File: src/rtl/qa_pkg.sv
package qa_pkg;
    typedef enum logic [2:0] {
        ST_NORM  = 3'd0,
        ST_SUSP  = 3'd1,
        ST_CONF  = 3'd2,
        ST_LATCH = 3'd3,
        ST_UNTR  = 3'd4
    } qa_state_e;

    typedef enum logic [1:0] {
        GR_INFO  = 2'd0,
        GR_WARN  = 2'd1,
        GR_ALARM = 2'd2
    } qa_grade_e;

    localparam int NUM_CH = 2;
endpackage

File: src/rtl/qa_chan.sv
module qa_chan #(
    parameter int DW = 12,
    parameter int CW = 8
) (
    input  logic          clk,
    input  logic          rst_n,
    input  logic          smp_en,
    input  logic [DW-1:0] data,
    input  logic          ok,
    input  logic [DW-1:0] lo,
    input  logic [DW-1:0] hi,
    input  logic [DW-1:0] hyst,
    input  logic [CW-1:0] stuck_lim,
    output logic          oow,
    output logic          inner,
    output logic          trusted
);
    localparam logic [CW-1:0] REP_MAX = '1;

    typedef struct packed {
        logic          oow;
        logic [DW-1:0] last;
        logic [CW-1:0] rep;
    } ch_t;

    ch_t ch_d, ch_q;

    logic [DW:0]   lo_in, d_pl;
    logic          outside, stuck;
    logic [CW-1:0] rep_now;

    always_comb begin
        lo_in   = {1'b0, lo} + {1'b0, hyst};
        d_pl    = {1'b0, data} + {1'b0, hyst};
        inner   = ({1'b0, data} >= lo_in) && (d_pl <= {1'b0, hi});
        outside = (data < lo) || (data > hi);
        oow     = ch_q.oow ? !inner : outside;
        if (data == ch_q.last)
            rep_now = (ch_q.rep == REP_MAX) ? ch_q.rep : ch_q.rep + 1'b1;
        else
            rep_now = '0;
        stuck   = (stuck_lim != '0) && (rep_now >= stuck_lim);
        trusted = ok && !stuck;

        ch_d = ch_q;
        if (smp_en) begin
            ch_d.last = data;
            ch_d.rep  = rep_now;
            if (ok) ch_d.oow = oow;
        end
    end

    always_ff @(posedge clk or negedge rst_n) begin
        if (!rst_n) ch_q <= '0;
        else        ch_q <= ch_d;
    end


    oow_rise_chk: assert property (@(posedge clk) disable iff (!rst_n)
        $rose(ch_q.oow) |-> $past(outside && ok && smp_en));

    oow_fall_chk: assert property (@(posedge clk) disable iff (!rst_n)
        $fell(ch_q.oow) |-> $past(inner && ok && smp_en));
endmodule

File: src/rtl/qa_ctrl.sv
module qa_ctrl
    import qa_pkg::*;
#(
    parameter int DW = 12,
    parameter int CW = 8,
    parameter int SW = 8
) (
    input  logic          clk,
    input  logic          rst_n,
    input  logic          smp_en,
    input  logic [DW-1:0] a_data,
    input  logic          a_ok,
    input  logic [DW-1:0] b_data,
    input  logic          b_ok,
    input  logic [DW-1:0] win_lo,
    input  logic [DW-1:0] win_hi,
    input  logic [DW-1:0] win_hyst,
    input  logic [CW-1:0] qual_lim,
    input  logic [CW-1:0] stuck_lim,
    input  logic          rst_req,
    output logic          alarm,
    output logic          relay,
    output logic [1:0]    grade,
    output logic [2:0]    state,
    output logic          trans_stb,
    output logic [2:0]    trans_from,
    output logic [2:0]    trans_to,
    output logic [CW-1:0] trans_cnt,
    output logic [SW-1:0] spike_cnt
);
    localparam logic [CW-1:0] CNT_MAX = '1;
    localparam logic [SW-1:0] SPK_MAX = '1;

    typedef struct packed {
        qa_state_e     st;
        logic [CW-1:0] cnt;
        logic [SW-1:0] spk;
        logic          stb;
        qa_state_e     from;
        qa_state_e     to;
        logic [CW-1:0] tcnt;
    } ctl_t;

    ctl_t ctl_d, ctl_q;

    logic [DW-1:0]     ch_dat [NUM_CH];
    logic [NUM_CH-1:0] ch_ok, ch_oow, ch_inner, ch_trust;
    logic              all_trust, both_oow, none_oow, rst_take;

    assign ch_dat[0] = a_data;
    assign ch_dat[1] = b_data;
    assign ch_ok     = {b_ok, a_ok};

    for (genvar c = 0; c < NUM_CH; c++) begin : g_ch
        qa_chan #(.DW(DW), .CW(CW)) u_chan (
            .clk       (clk),
            .rst_n     (rst_n),
            .smp_en    (smp_en),
            .data      (ch_dat[c]),
            .ok        (ch_ok[c]),
            .lo        (win_lo),
            .hi        (win_hi),
            .hyst      (win_hyst),
            .stuck_lim (stuck_lim),
            .oow       (ch_oow[c]),
            .inner     (ch_inner[c]),
            .trusted   (ch_trust[c])
        );
    end

    always_comb begin
        all_trust = &ch_trust;
        both_oow  = &ch_oow;
        none_oow  = ~|ch_oow;
        rst_take  = rst_req && (ctl_q.st == ST_LATCH) && all_trust && (&ch_inner);

        ctl_d     = ctl_q;
        ctl_d.stb = 1'b0;

        if (rst_take) begin
            ctl_d.st  = ST_NORM;
            ctl_d.cnt = '0;
        end else if (smp_en) begin
            if (!all_trust) begin
                if (ctl_q.st != ST_LATCH) begin
                    ctl_d.st  = ST_UNTR;
                    ctl_d.cnt = '0;
                end
            end else begin
                unique case (ctl_q.st)
                    ST_UNTR: begin
                        if (none_oow) begin
                            ctl_d.st  = ST_NORM;
                            ctl_d.cnt = '0;
                        end
                    end
                    ST_NORM, ST_SUSP: begin
                        if (both_oow) begin
                            ctl_d.cnt = (ctl_q.cnt == CNT_MAX) ? ctl_q.cnt : ctl_q.cnt + 1'b1;
                            ctl_d.st  = (ctl_d.cnt >= qual_lim) ? ST_CONF : ST_SUSP;
                        end else begin
                            if (ctl_q.st == ST_SUSP && ctl_q.spk != SPK_MAX)
                                ctl_d.spk = ctl_q.spk + 1'b1;
                            ctl_d.st  = ST_NORM;
                            ctl_d.cnt = '0;
                        end
                    end
                    ST_CONF:  ctl_d.st = ST_LATCH;
                    default:  ctl_d.st = ctl_q.st;
                endcase
            end
        end

        if (ctl_d.st != ctl_q.st) begin
            ctl_d.stb  = 1'b1;
            ctl_d.from = ctl_q.st;
            ctl_d.to   = ctl_d.st;
            ctl_d.tcnt = ctl_d.cnt;
        end
    end

    always_ff @(posedge clk or negedge rst_n) begin
        if (!rst_n) begin
            ctl_q      <= '0;
            ctl_q.st   <= ST_UNTR;
            ctl_q.from <= ST_UNTR;
            ctl_q.to   <= ST_UNTR;
        end else begin
            ctl_q <= ctl_d;
        end
    end

    always_comb begin
        state      = ctl_q.st;
        alarm      = (ctl_q.st == ST_CONF) || (ctl_q.st == ST_LATCH) || (ctl_q.st == ST_UNTR);
        relay      = (ctl_q.st == ST_LATCH);
        grade      = (ctl_q.st == ST_NORM) ? GR_INFO :
                     (ctl_q.st == ST_SUSP) ? GR_WARN : GR_ALARM;
        trans_stb  = ctl_q.stb;
        trans_from = ctl_q.from;
        trans_to   = ctl_q.to;
        trans_cnt  = ctl_q.tcnt;
        spike_cnt  = ctl_q.spk;
    end


    relay_hold_chk: assert property (@(posedge clk) disable iff (!rst_n)
        $fell(relay) |-> $past(rst_req));

    latch_keep_chk: assert property (@(posedge clk) disable iff (!rst_n)
        (ctl_q.st == ST_LATCH && !rst_take) |=> (ctl_q.st == ST_LATCH));

    susp_no_latch_chk: assert property (@(posedge clk) disable iff (!rst_n)
        (ctl_q.st == ST_SUSP) |=> (ctl_q.st != ST_LATCH));

    conf_count_chk: assert property (@(posedge clk) disable iff (!rst_n)
        (ctl_q.st == ST_CONF) |-> (ctl_q.cnt >= qual_lim));

    untr_exit_chk: assert property (@(posedge clk) disable iff (!rst_n)
        (ctl_q.st == ST_NORM && $past(ctl_q.st) == ST_UNTR) |-> $past(&ch_trust && smp_en));

    strobe_from_chk: assert property (@(posedge clk) disable iff (!rst_n)
        trans_stb |-> ($past(ctl_q.st) == trans_from));
endmodule

File: config.mk
export PLATFORM = sky130hd
export DESIGN_NAME = qa_ctrl
export DESIGN_NICKNAME = d
export VERILOG_FILES = /design/src/rtl/qa_pkg.sv /design/src/rtl/qa_chan.sv /design/src/rtl/qa_ctrl.sv
export SDC_FILE = /design/constraint.sdc
export NUM_CORES = 1
export LEC_CHECK = 0
export BUFFER_PORTS_ARGS = -buffer_cell sky130_fd_sc_hd__buf_2
export CAP_MARGIN = 20
export CORE_AREA = 2 2 179 181
export CTS_CLUSTER_SIZE = 14
export DETAILED_ROUTE_END_ITERATION = 8
export DIE_AREA = 0 0 181 183
export PLACE_DENSITY_LB_ADDON = 0.2
export SLEW_MARGIN = 0
export SYNTH_ARGS = -nofsm -noshare
export SYNTH_HDL_FRONTEND = slang
export SYNTH_HIERARCHICAL = 1
export SYNTH_SLANG_ARGS = --single-unit
File: constraint.sdc
create_clock -name clk -period 4.5 [get_ports clk]
set_input_delay 0.675 -clock clk [delete_from_list [all_inputs] [get_ports clk]]
set_output_delay 0.675 -clock clk [all_outputs]
set_load 0.1 [all_outputs]
==> results of run 1 <==
-- metal layers --
metal | up-vias | GRT usage, % | part of all wire, %
met1 | 4028 | 22.8 | 48
met5 | - | 0 | 0
met2 | 132 | 30.2 | 47
li1 | 4413 | - | -
met4 | 0 | 4.68 | 2.1
met3 | 31 | 1.59 | 2.6
-- cells by family (layout without fill, tap and decap cells) --
kind of cell    count (synthesis)  after routing  share of synthesized area (%)
mux                            61             61                           7.72
other cells                     0              1                              0
compound gates                249            249                           18.4
simple gates                  286            286                           16.0
xor+xnor                       68             68                           6.47
fa+ha+maj                     174            174                           24.0
buf+inv                       139            433                           6.82
flops                          76             76                           20.7
-- power breakdown --
part	total [uW]	internal, uW	switching, uW
Clock	760	461	298
Combinational	1260	580	677
Sequential	752	720	31.8
-- how the worst min path moves through the flow --
stage,end,cells after the start,slack (ns)
final,trans_cnt[2],1,0.31
after global routing,trans_cnt[2],1,0.34
after CTS,trans_cnt[3],1,0.32
after detailed placement,spike_cnt[4],1,0.49
after global placement,trans_from[1],1,0.49
after floorplan,ctl_q[23],0,0.38
-- synth_stat cells (4+ instances only) --
cell type	n
a211oi_1	15
and3_1	7
inv_1	99
nand2b_1	17
buf_1	4
nor4_1	15
a31oi_1	7
fa_1	4
dfrtp_1	73
nand3_1	39
a211o_1	6
ha_1	170
o2111ai_1	4
or3_1	8
mux2_2	44
or2_2	4
a22oi_1	4
o211ai_1	7
mux2_4	9
nor2b_1	17
a21o_1	14
nor2_1	73
o21ai_0	59
nand2_1	44
mux2i_1	8
clkbuf_1	6
o21a_1	20
a21oi_1	63
nand4_1	15
xnor2_1	26
xor2_1	42
buf_4	25
nor3_1	27
-- sequential cells by signal, indices dropped and copies added, names as in the netlist --
| register | count |
|---|---|
| ctl_q | 8 |
| g_ch.u_chan/ch_q | 42 |
| spike_cnt | 8 |
| state | 3 |
| trans_cnt | 8 |
| trans_from | 3 |
| trans_stb | 1 |
| trans_to | 3 |
-- what timing repair did --
action | 4_1_cts | 5_1_grt
pin swaps | 39 | 31
resized for setup | 57 | 33
setup buffers | 18 | 10
setup endpoints to repair | 34 | 34
-- final cells by class --
cell class,instances,area (sq um),area share [%]
Clock inverter,5,58.8,0.476
Multi-Input combinational cell,838,7050,57.0
Timing Repair Buffer,318,2220,18.0
Tap cell,402,503,4.07
Sequential cell,76,1910,15.4
Antenna cell,1,2.50,0.0202
Clock buffer,11,253,2.04
Inverter,99,372,3.01
-- per-stage QoR --
| stage | hold WS, ns | worst slack, ns | util (%) | cell area (sq um) | TNS, ns |
|---|---|---|---|---|---|
| finish | 0.309 | -0.667 | 39.6 | 12400 | -13.48 |
| global route | 0.336 | -0.886 | 39.6 | 12400 | -20.44 |
| CTS | 0.320 | -0.618 | 39.1 | 12200 | -11.13 |
| detailed placement | 0.491 | -1.25 | 37.0 | 11600 | -31.39 |
| global placement | 0.491 | -1.17 | 37.0 | 11600 | -29.79 |
| floorplan | 0.379 | -0.680 | - | 9240 | -10.42 |
==> flow_summary.json, run 1 <==
{
  "grt_antenna_before_repair": 1,
  "drc": 0,
  "syn_nets": 1309,
  "crit_path_start": "win_hyst[0]",
  "wirelength_mm": 29.0,
  "max_cap_viol_count": 0,
  "powerDensity_mw_per_mm2": 224,
  "stdcell_count": 1750,
  "synth_area_leaders": "ha_1 23%, dfrtp_1 20%, mux2_2 5.4%, inv_1 4.0%, xor2_1 4.0%",
  "viasPerCell": 4.92,
  "fin_skew_ns": 0.00889,
  "syn_inst": 1053,
  "numCtsBuffers": 9,
  "pin_count": 112,
  "postCtsHoldBufs": 0,
  "synth_edf_count": 0,
  "clock_latency_ns": 0.33,
  "setup_viol": 33,
  "yosys_most_used_dff": "dfrtp_1",
  "first_global_vias": 8627,
  "drt_pass1_iterations": 5,
  "worstPathRequired_ns": 4.72,
  "synth.top_cell.area_share_pct": 23.1,
  "r2r_cells": 18,
  "synth_top_area_cell": "ha_1",
  "wl_per_cell_um": 16.6,
  "dieArea_sq_mm": 0.0331,
  "min-delay-path-class": "in -> async",
  "synth_area_per_cell_sq_um": 8.75,
  "reg2reg_from": "g_ch[0].u_chan/ch_q[19]",
  "die_w_um": 181,
  "clk_pin_slew_ns": 0.06,
  "worstSetupEndpoint": "trans_cnt[1]",
  "final_cell_mix": "196 x buf_4, 164 x ha_1, 107 x buf_2, 97 x inv_1, 73 x dfrtp_1",
  "post-route-period-util_pct": 115,
  "cp_data_arrival_time_ns": 5.38,
  "row_count": 65,
  "path_buf_inv": 6,
  "nFillCells": 3235,
  "final_common_cell": "buf_4",
  "h-tree-depth": 3,
  "grt_max_degree": 42,
  "cts_tree": "built",
  "grt.overflow.total": 0,
  "fin_nets": 1598,
  "core_area_sq_mm": 0.0312,
  "rsz0062_at_grt": "true",
  "clockBufferDepth": 2,
  "worst_setup_path_end_kind": "register",
  "port_buffers": 111,
  "cp_top_family": "compound AO/OA/AOI/OAI gates",
  "drive_gt1_share_pct": 34.4,
  "root_buffer": "clkbuf_16",
  "status": "finished with violations",
  "slowest_stage": "or4b_1",
  "cp_max_fo": 8,
  "synthesis.area_sq_mm": 0.00921,
  "synth_seq_cells": 76,
  "cpMostUsedCell": "buf_4",
  "ant_nets": 0,
  "crit_cells": 26,
  "ys_seq_area_share_pct": 20.7,
  "cts_num_sinks": 76,
  "yosysUniqueCellTypes": 78,
  "worst_pin_slew_ns": 0.629,
  "clock.fmax_ghz": 0.194,
  "fin_crit_ns": 5.17,
  "track_usage_pct": 17.3,
  "grt_pass1_wl_mm": 45.1,
  "ir_worst_vdd_mv": 0.163,
  "p_total_uw": 2770,
  "path_class": "in -> reg",
  "p_leak_uw": 0.00613,
  "report.final.slew_viol_count": 0,
  "die_y_um": 183,
  "setup_ws_ns": -0.667,
  "start_util_pct": 29.5,
  "slowest_delay_ns": 0.46,
  "reg2reg_slack_ns": -0.05,
  "vias": 8604,
  "initialDrtViolationCount": 421,
  "gp_congestion": 0.902,
  "hold_viol": 0,
  "area_delta_synth_final_pct": 34.2,
  "slew_headroom_pct": 57.0,
  "ys_warn_count": 6,
  "async_flop_share_pct": 100,
  "place_hpwl_mm": 24.2,
  "violations": "negative setup slack",
  "placed_cells_incl_taps": 1721,
  "crit_path_start_kind": "input pin",
  "r2r_end": "trans_cnt[1]"
}
Power figures use the tool's default switching activity.
==> inputs of run 2 (changes only) <==
--- a/config.mk
+++ b/config.mk
@@ -7,13 +7,13 @@
 export LEC_CHECK = 0
 export BUFFER_PORTS_ARGS = -buffer_cell sky130_fd_sc_hd__buf_2
 export CAP_MARGIN = 20
-export CORE_AREA = 2 2 179 181
+export CORE_AREA = 2 2 170 172
 export CTS_CLUSTER_SIZE = 14
 export DETAILED_ROUTE_END_ITERATION = 8
-export DIE_AREA = 0 0 181 183
+export DIE_AREA = 0 0 172 174
 export PLACE_DENSITY_LB_ADDON = 0.2
+export SKIP_CTS_REPAIR_TIMING = 1
 export SLEW_MARGIN = 0
 export SYNTH_ARGS = -nofsm -noshare
 export SYNTH_HDL_FRONTEND = slang
-export SYNTH_HIERARCHICAL = 1
 export SYNTH_SLANG_ARGS = --single-unit
==> run 2 against run 1 <==
  * The flow still finishes with violations (negative setup slack)
  * Maximum frequency grew 2.5%
  * Critical path depth shrank 4
  * Cell count shrank 11%
  * Largest cell class unchanged
  * Highest routed layer unchanged
  * Clock power grew 9.2%
==> flow_summary.json, run 2 <==
{
  "p_leak_uw": 0.00558,
  "clock.fmax_ghz": 0.198,
  "clock_latency_ns": 0.33,
  "fin_skew_ns": 0.00699,
  "place_hpwl_mm": 21.2,
  "drc": 0,
  "rsz0062_at_grt": "true",
  "ys_top_cells_by_count": "156 x ha_1, 73 x dfrtp_1, 71 x inv_1, 64 x a21oi_1, 63 x nor2_1",
  "violations": "negative setup slack",
  "fin_nets": 1407,
  "max_cap_viol_count": 0,
  "setup_viol": 32,
  "path_class": "in -> reg",
  "r2r_end": "trans_cnt[1]",
  "die_y_um": 174,
  "die_w_um": 172,
  "grt_antenna_before_repair": 0,
  "synth.most_common_cell": "ha_1",
  "cp_max_fo": 7,
  "report.final.slew_viol_count": 0,
  "status": "finished with violations",
  "synth_area_per_cell_sq_um": 9.12,
  "root_buffer": "clkbuf_16",
  "cts_tree": "built",
  "hold_slack_ns": 0.314,
  "numCtsBuffers": 9,
  "port_buffers": 111,
  "grt_pass1_wl_mm": 40.5,
  "synth_top_area_cell": "ha_1",
  "first_global_vias": 7355,
  "syn_nets": 1152,
  "yosysUniqueCellTypes": 68,
  "powerDensity_mw_per_mm2": 268,
  "slew_headroom_pct": 59.6,
  "gp_congestion": 0.887,
  "drt_pass1_iterations": 4,
  "start_util_pct": 29.4,
  "grt_max_degree": 41,
  "ys_warn_count": 0,
  "final_common_cell": "buf_4",
  "clk_pin_slew_ns": 0.06,
  "r2r_cells": 20,
  "ant_nets": 0,
  "reg2reg_slack_ns": 0.13,
  "worst_pin_slew_ns": 0.602,
  "dp_slack_ns": -0.925,
  "reg2reg_from": "g_ch[0].u_chan.ch_q[0]",
  "ir_worst_vdd_mv": 0.230,
  "setup_ws_ns": -0.539,
  "pin_count": 112,
  "vias": 7432,
  "core_area_sq_mm": 0.0282,
  "async_flop_share_pct": 100,
  "fin_crit_ns": 5.04,
  "wl_per_cell_um": 16.5,
  "syn_inst": 911,
  "row_count": 62,
  "n_antenna_cell": 0,
  "drive_gt1_share_pct": 35.3,
  "grt.overflow.total": 0,
  "crit_path_start_kind": "input pin",
  "cts_num_sinks": 76,
  "worst_setup_path_end_kind": "register",
  "final_cell_mix": "162 x buf_4, 150 x ha_1, 108 x buf_2, 73 x dfrtp_1, 71 x inv_1",
  "clockBufferDepth": 2,
  "largest_reg_flops": 42,
  "min-delay-path-class": "in -> async",
  "wirelength_mm": 25.7,
  "post-route-period-util_pct": 112,
  "initialDrtViolationCount": 354,
  "track_usage_pct": 17.3,
  "cp_data_arrival_time_ns": 5.25,
  "viasPerCell": 4.78,
  "ys_seq_area_share_pct": 22.9,
  "worstPathRequired_ns": 4.71,
  "area_delta_synth_final_pct": 33.6,
  "synth_edf_count": 0,
  "hold_viol": 0,
  "synth.top_cell.area_share_pct": 23.5,
  "top_register": "g_ch.u_chan.ch_q",
  "synth_area_leaders": "ha_1 23%, dfrtp_1 22%, mux2_2 6.1%, xor2_1 4.2%, a21oi_1 3.9%",
  "synth_seq_cells": 76,
  "h-tree-depth": 3,
  "yosys_most_used_dff": "dfrtp_1",
  "dieArea_sq_mm": 0.0299,
  "synthesis.area_sq_mm": 0.00831
}
## run 2: cell types whose count changed after synthesis, sizes merged, moves of 9 or more
| cell | before | now |
|---|---|---|
| a211oi | 18 | 6 |
| nor2 | 73 | 63 |
| nand3 | 39 | 25 |
| ha | 170 | 156 |
| nand4 | 15 | 31 |
| a21o | 15 | 24 |
| o21ai | 60 | 26 |
| inv | 99 | 71 |
## run 2: where the power goes
| part | leakage [uW] | switching [uW] | internal, uW | total [uW] |
|---|---|---|---|---|
| clock | 0.000160 | 289 | 541 | 830 |
| combinational | 0.00443 | 770 | 610 | 1380 |
| sequential | 0.000985 | 38.8 | 731 | 769 |
## run 2: metrics by stage
step,utilization [%],TNS (ns),area [sq um],power (uW),cells
floorplan,-,-6.27,8340,1560,911
global placement,36.5,-24.01,10300,2020,1527
detailed placement,36.5,-24.92,10300,2020,1527
CTS,37.7,-13.36,10600,2870,1542
global route,39.3,-14.36,11100,3180,1554
finish,39.3,-9.42,11100,2980,1554
## run 2: worst max-delay path: stages
cell and delay, ns:
buf_8 0.10, ha_4 0.21, a21o_1 0.18, a21oi_2 0.16, o21bai_1 0.11, a21oi_2 0.18, o21bai_1 0.09, a21oi_2 0.17
nor2b_1 0.07, o21a_1 0.19, o41a_1 0.33, xor2_1 0.15, ha_2 0.18, a2111o_1 0.31, a21oi_2 0.11, a211o_1 0.21
or3b_4 0.40, o211ai_1 0.26, o21bai_1 0.10, a211o_1 0.31, a211o_4 0.40, mux2_4 0.32
## run 2: layer usage
layer	vias up	wire, um	track usage [%]
met1	3493	12600	24.7
met2	93	11900	28.4
met3	10	991	2.37
li1	3836	-	-
met5	-	0	0
met4	0	184	2.35
## run 2: worst max path at each step
| stage | end | startpoint | slack [ns] |
|---|---|---|---|
| finish | trans_from[1] | a_data[1] | -0.54 |
| global placement | trans_cnt[7] | win_hyst[1] | -0.93 |
| detailed placement | trans_from[1] | win_hyst[1] | -0.93 |
| CTS | trans_cnt[5] | a_data[1] | -0.60 |
| global route | trans_from[1] | a_data[1] | -0.66 |
| floorplan | trans_cnt[5] | a_data[1] | -0.53 |
## run 2: cell type report
class	count	area (sq um)
tap	384	480
fill	2926	17100
clock inverter	4	98.8
timing repair buffer	279	1860
inverter	71	267
sequential	76	1910
multi-input combinational	729	6260
clock buffer	11	233
## run 2: cell families (layout without fill, tap and decap cells)
family,after synthesis,after routing,share of synthesized area [%]
AND/OR/NAND/NOR,238,238,14.5
AO/OA/AOI/OAI,203,204,16.6
adder cells (fa/ha/maj),160,160,24.3
buffers and inverters,107,365,6.19
flip-flops,76,76,22.9
XOR/XNOR,70,70,7.38
multiplexers,57,57,7.97
